`config.mk`:
```
export PLATFORM = sky130hd
export DESIGN_NAME = bmdma_regs
export DESIGN_NICKNAME = d
export VERILOG_FILES = /design/src/rtl/bmdma_regs.sv
export SDC_FILE = /design/constraint.sdc
export NUM_CORES = 1
export LEC_CHECK = 0
export ABC_AREA = 1
export CAP_MARGIN = 40
export CELL_PAD_IN_SITES_DETAIL_PLACEMENT = 0
export CELL_PAD_IN_SITES_GLOBAL_PLACEMENT = 1
export CORE_MARGIN = 2
export CORE_UTILIZATION = 29
export CTS_BUF_LIST = sky130_fd_sc_hd__clkbuf_8
export DETAILED_ROUTE_END_ITERATION = 12
export GPL_ROUTABILITY_DRIVEN = 0
export PLACE_DENSITY_LB_ADDON = 0.1
export SETUP_SLACK_MARGIN = 0.2
export SYNTH_ARGS = -nofsm -noshare
export SYNTH_HDL_FRONTEND = slang
export SYNTH_SLANG_ARGS = --single-unit
```
`constraint.sdc`:
```
create_clock -name clk -period 2.3 [get_ports clk]
set_input_delay 0.69 -clock clk [delete_from_list [all_inputs] [get_ports clk]]
set_output_delay 0.69 -clock clk [all_outputs]
set_load 0.02 [all_outputs]
```
`src/rtl/bmdma_regs.sv`:
```
module bmdma_regs #(
  parameter int NCH = 2,
  localparam int AW = $clog2(NCH*8),
  localparam int CW = AW-3
) (
  input  logic              clk,
  input  logic              rst_n,
  input  logic              host_sel,
  input  logic              host_wr,
  input  logic [AW-1:0]     host_addr,
  input  logic [1:0]        host_size,
  input  logic [31:0]       host_wdata,
  output logic [31:0]       host_rdata,
  input  logic [NCH-1:0]    eng_done,
  input  logic [NCH-1:0]    eng_fault,
  output logic [NCH-1:0]    eng_start,
  output logic [NCH-1:0]    eng_cancel,
  output logic [NCH-1:0]    chan_dir,
  output logic [NCH*32-1:0] chan_ptr
);

  logic [1:0]  lane;
  logic [3:0]  be;
  logic [31:0] wal, word, sh;
  logic [CW-1:0] ch;
  logic ctl_wr, ptr_wr;

  logic [NCH-1:0] run, dir, act, err, irq, s5, s6;
  logic [NCH-1:0][31:0] ptr;

  assign lane   = (host_size == 2'd2) ? 2'd0 : host_addr[1:0];
  assign wal    = host_wdata << {lane, 3'b000};
  assign ch     = host_addr[AW-1:3];
  assign ctl_wr = host_sel && host_wr && !host_addr[2];
  assign ptr_wr = host_sel && host_wr &&  host_addr[2];

  always_comb begin
    for (int k = 0; k < 4; k++) begin
      case (host_size)
        2'd0:    be[k] = (k == int'(lane));
        2'd1:    be[k] = (k >= int'(lane)) && (k < int'(lane) + 2);
        default: be[k] = 1'b1;
      endcase
    end
  end

  always_ff @(posedge clk) begin
    if (!rst_n) begin
      run <= '0; dir <= '0; act <= '0; err <= '0; irq <= '0;
      s5 <= '0; s6 <= '0; ptr <= '0;
      eng_start <= '0; eng_cancel <= '0;
    end else begin
      eng_start  <= '0;
      eng_cancel <= '0;
      for (int i = 0; i < NCH; i++) begin
        if (eng_done[i]) begin
          irq[i] <= 1'b1;
          act[i] <= 1'b0;
        end
        if (eng_fault[i]) begin
          err[i] <= 1'b1;
          act[i] <= 1'b0;
        end
        if (ctl_wr && ch == CW'(i)) begin
          if (be[2]) begin
            s6[i] <= wal[22];
            s5[i] <= wal[21];
            if (wal[18] && !eng_done[i])  irq[i] <= 1'b0;
            if (wal[17] && !eng_fault[i]) err[i] <= 1'b0;
          end
          if (be[0]) begin
            run[i] <= wal[0];
            dir[i] <= wal[3];
            if (!wal[0]) begin
              act[i]        <= 1'b0;
              eng_cancel[i] <= 1'b1;
            end else if (!act[i]) begin
              act[i]       <= 1'b1;
              eng_start[i] <= 1'b1;
            end
          end
        end
        if (ptr_wr && ch == CW'(i)) begin
          for (int k = 0; k < 4; k++)
            if (be[k])
              ptr[i][8*k +: 8] <= (k == 0) ? (wal[7:0] & 8'hFC) : wal[8*k +: 8];
        end
      end
    end
  end

  always_comb begin
    if (host_addr[2])
      word = ptr[ch];
    else
      word = {8'hFF, 1'b0, s6[ch], s5[ch], 2'b00, irq[ch], err[ch], act[ch],
              8'hFF, 4'b0000, dir[ch], 2'b00, run[ch]};
    sh = word >> {lane, 3'b000};
    case (host_size)
      2'd0:    host_rdata = {24'd0, sh[7:0]};
      2'd1:    host_rdata = {16'd0, sh[15:0]};
      default: host_rdata = sh;
    endcase
  end

  assign chan_dir = dir;
  assign chan_ptr = ptr;

endmodule


```
==> results.sh <==
export IMPL_status="complete, but fails checks"
export IMPL_violations="negative setup slack"
export IMPL_htree_num_levels=3
export IMPL_synth_cell_types=37
export IMPL_wl_per_cell_um=18.2
export IMPL_drt_total_wl_um=20900
export IMPL_fin_skew_ns=0.0000581
export IMPL_drive_gt1_frac=0.395
export IMPL_clk_transition_reported_paths_ns=0.09
export IMPL_synth_xor_area_frac=0
export IMPL_rsz0062_at_grt="yes"
export IMPL_port_buffers=143
export IMPL_hold_path_class="reg -> reg"
export IMPL_cts_sinks=78
export IMPL_n_antenna_cell=0
export IMPL_critPathArrivalTime_ns=2.00
export IMPL_num_rows=45
export IMPL_syn_avg_cell_area_um2=6.51
export IMPL_grt_first_pass_wirelength_um=32000
export IMPL_finalSetupViolCount=39
export IMPL_dp_hpwl_um=15300
export IMPL_die_h_um=128
export IMPL_die_x_um=128
export IMPL_synth_edf_count=0
export IMPL_synth_cells=688
export IMPL_max_slew_worst_pin_slew_ns=0.515
export IMPL_grt_pass1_vias=5799
export IMPL_n_fill_cell=1416
export IMPL_yosysMostFrequentCell="nand2_1"
export IMPL_drt_iter0_markers=484
export IMPL_p_leak_uw=0.00391
export IMPL_yosys_area_share_simple=0.270
export IMPL_drcViolationCount=0
export IMPL_cp_top_family="buffers and inverters"
export IMPL_yosysTopAreaCell="dfxtp_1"
export IMPL_clock_latency_ns=0.38
export IMPL_initial_core_util=0.295
export IMPL_hold_violations=0
export IMPL_layout_setup_ws_ns=-0.391
export IMPL_numCtsBuffers=9
export IMPL_track_usage=0.256
export IMPL_crit_fanout=6
export IMPL_async_flop_share=0
export IMPL_p_total_uw=3870
export IMPL_vias=5878
export IMPL_end_kind="primary output"
export IMPL_synth_top_cell_area_share=0.349
export IMPL_cp_num_buf_inv=6
export IMPL_antenna_found_initial=0
export IMPL_crit_slowest_cell="clkinvlp_4"
export IMPL_muxShareOfSynthArea=0.00224
export IMPL_cts_buffer_depth=2
export IMPL_ys_top_cells_by_area="dfxtp_1 (35%), nand2_1 (14%), o21ai_0 (9.6%)"
export IMPL_pin_count=148
export IMPL_first_pass_iters=5
export IMPL_synth_adder_area_share=0.00280
export IMPL_peakVddDrop_uv=312
export IMPL_synth_seq_area_share=0.349
export IMPL_avgViaCountPerCell=5.11
export IMPL_startpoint_type="input port"
export IMPL_timing_final_crit_share=1.17
export IMPL_power_density_mw_per_mm2=444
export IMPL_cp_common_cell="buf_6"
export IMPL_max_slew_margin=0.653
export IMPL_ys_ff_latch=78
export IMPL_syn_to_final_growth_pct=94.4
export IMPL_fmax_ghz=0.372
export IMPL_fin_crit_ns=2.69
export IMPL_grt_overflow=0
export IMPL_final_antenna_net_count=0
export IMPL_nNetsFinal=1005
export IMPL_syn_area_mm2=0.00448
export IMPL_die_area_mm2=0.0164
export IMPL_root_buffer="clkbuf_8"
export IMPL_synth_compound_area_frac=0.266
export IMPL_synth_flop_cell="dfxtp_1"
export IMPL_coreArea_mm2=0.0151
export IMPL_cpPeakStageDelay_ns=0.20
export IMPL_slew_viol_final=0
export IMPL_synth_top_family_by_area="simple AND/OR/NAND/NOR gates"
export IMPL_required_ns=1.61
export IMPL_path_class="in -> out"
export IMPL_yosysWarnings=0
export IMPL_grt_max_degree=46
export IMPL_utilization=0.574
export IMPL_maxCapViolations=0
export IMPL_cts_tree="built"
export IMPL_ys_top_cells_by_count="nand2_1 (163), o21ai_0 (86), dfxtp_1 (78)"
export IMPL_cp_cell_sequence="buf_6, buf_8, inv_16, nand2_8, nand2_8, clkinvlp_4, buf_6, a21oi_2, a21oi_2, nor2_2, buf_6"
==> placed cells by master (no fill, tap or decap), types with 20 or more instances in the layout <==
cell type	netlist	layout
dlygate4sd2_1	0	30
clkdlybuf4s50_1	0	68
o21ai_1	19	31
o21ai_0	86	53
inv_1	50	46
nor2_4	2	20
nor2_1	75	54
buf_6	6	47
buf_4	11	118
nand2_2	5	27
a21oi_1	73	55
dfxtp_1	78	78
nand2_1	163	123
==> power by group <==
group | total [uW] | switching [uW] | internal (uW)
combinational | 1400 | 770 | 631
clock | 1050 | 555 | 496
sequential | 1420 | 28.0 | 1390
total | 3870 | 1350 | 2510
==> metal layers <==
| metal | track usage | part of all wire | vias to the layer above |
|---|---|---|---|
| li1 | - | - | 2813 |
| met1 | 0.341 | 0.44 | 2770 |
| met2 | 0.401 | 0.46 | 245 |
| met3 | 0.0480 | 0.068 | 50 |
| met4 | 0.114 | 0.036 | 0 |
| met5 | 0 | 0 | - |
==> through the flow <==
step | hold slack [ns] | worst slack (ns) | cell area [um2] | TNS (ns) | cells
2_1_floorplan | 0.406 | 0.0342 | 5030 | 0 | 691
3_3_place_gp | 0.452 | -1.27 | 7270 | -67.61 | 1095
3_5_place_dp | 0.465 | -1.32 | 7270 | -71.01 | 1095
4_1_cts | 0.478 | -0.366 | 8520 | -8.59 | 1147
5_1_grt | 0.496 | -0.437 | 8700 | -12.02 | 1151
6_report | 0.479 | -0.391 | 8700 | -8.76 | 1151
==> flip-flops by register name (all words and copies together) (netlist names) <==
name,cells
run,2
eng_start,2
s6,2
chan_dir,2
irq,2
err,2
eng_cancel,2
chan_ptr,60
act,2
s5,2
==> final timing paths <==
path / start / to / slack, ns / cells past startpoint
setup reg to reg: act[1] / act[1] / 1.36 / 3
hold reg to reg: run[0] / run[0] / 0.48 / 2
hold / removal: run[0] / run[0] / 0.48 / 2
setup / recovery: host_size[0] / host_rdata[14] / -0.39 / 11
==> cells by family (layout without fill, tap and decap cells) <==
kind of cell,count (synthesis),count (layout)
mux,1,1
compound gates,214,214
other cells,1,4
simple gates,290,291
fa+ha+maj,1,1
buf+inv,103,374
flops,78,78
==> timing repair <==
item                       4_1_cts  5_1_grt
gates resized for setup        377       55
pin swaps                       42       19
hold buffers                     0        0
setup endpoints to repair      113      102
setup buffers                   28        4
cloned                           8        0
==> layout make-up <==
type / instances / area, um2 / share of cell area
multi-input combinational: 511 / 3410 / 0.392
sequential: 78 / 1560 / 0.179
timing repair inverter: 1 / 6.26 / 0.000719
inverter: 59 / 288 / 0.0331
tap: 188 / 235 / 0.0270
clock inverter: 7 / 67.6 / 0.00777
clock buffer: 9 / 124 / 0.0142
timing repair buffer: 298 / 3010 / 0.346
==> worst min-delay path: cells and delay by family (launching register included) <==
family / cells / cell delay (ns)
AO/OA/AOI/OAI: 1 / 0.06
buffers and inverters: 1 / 0.07
flip-flops: 1 / 0.31
Power figures use the tool's default switching activity.
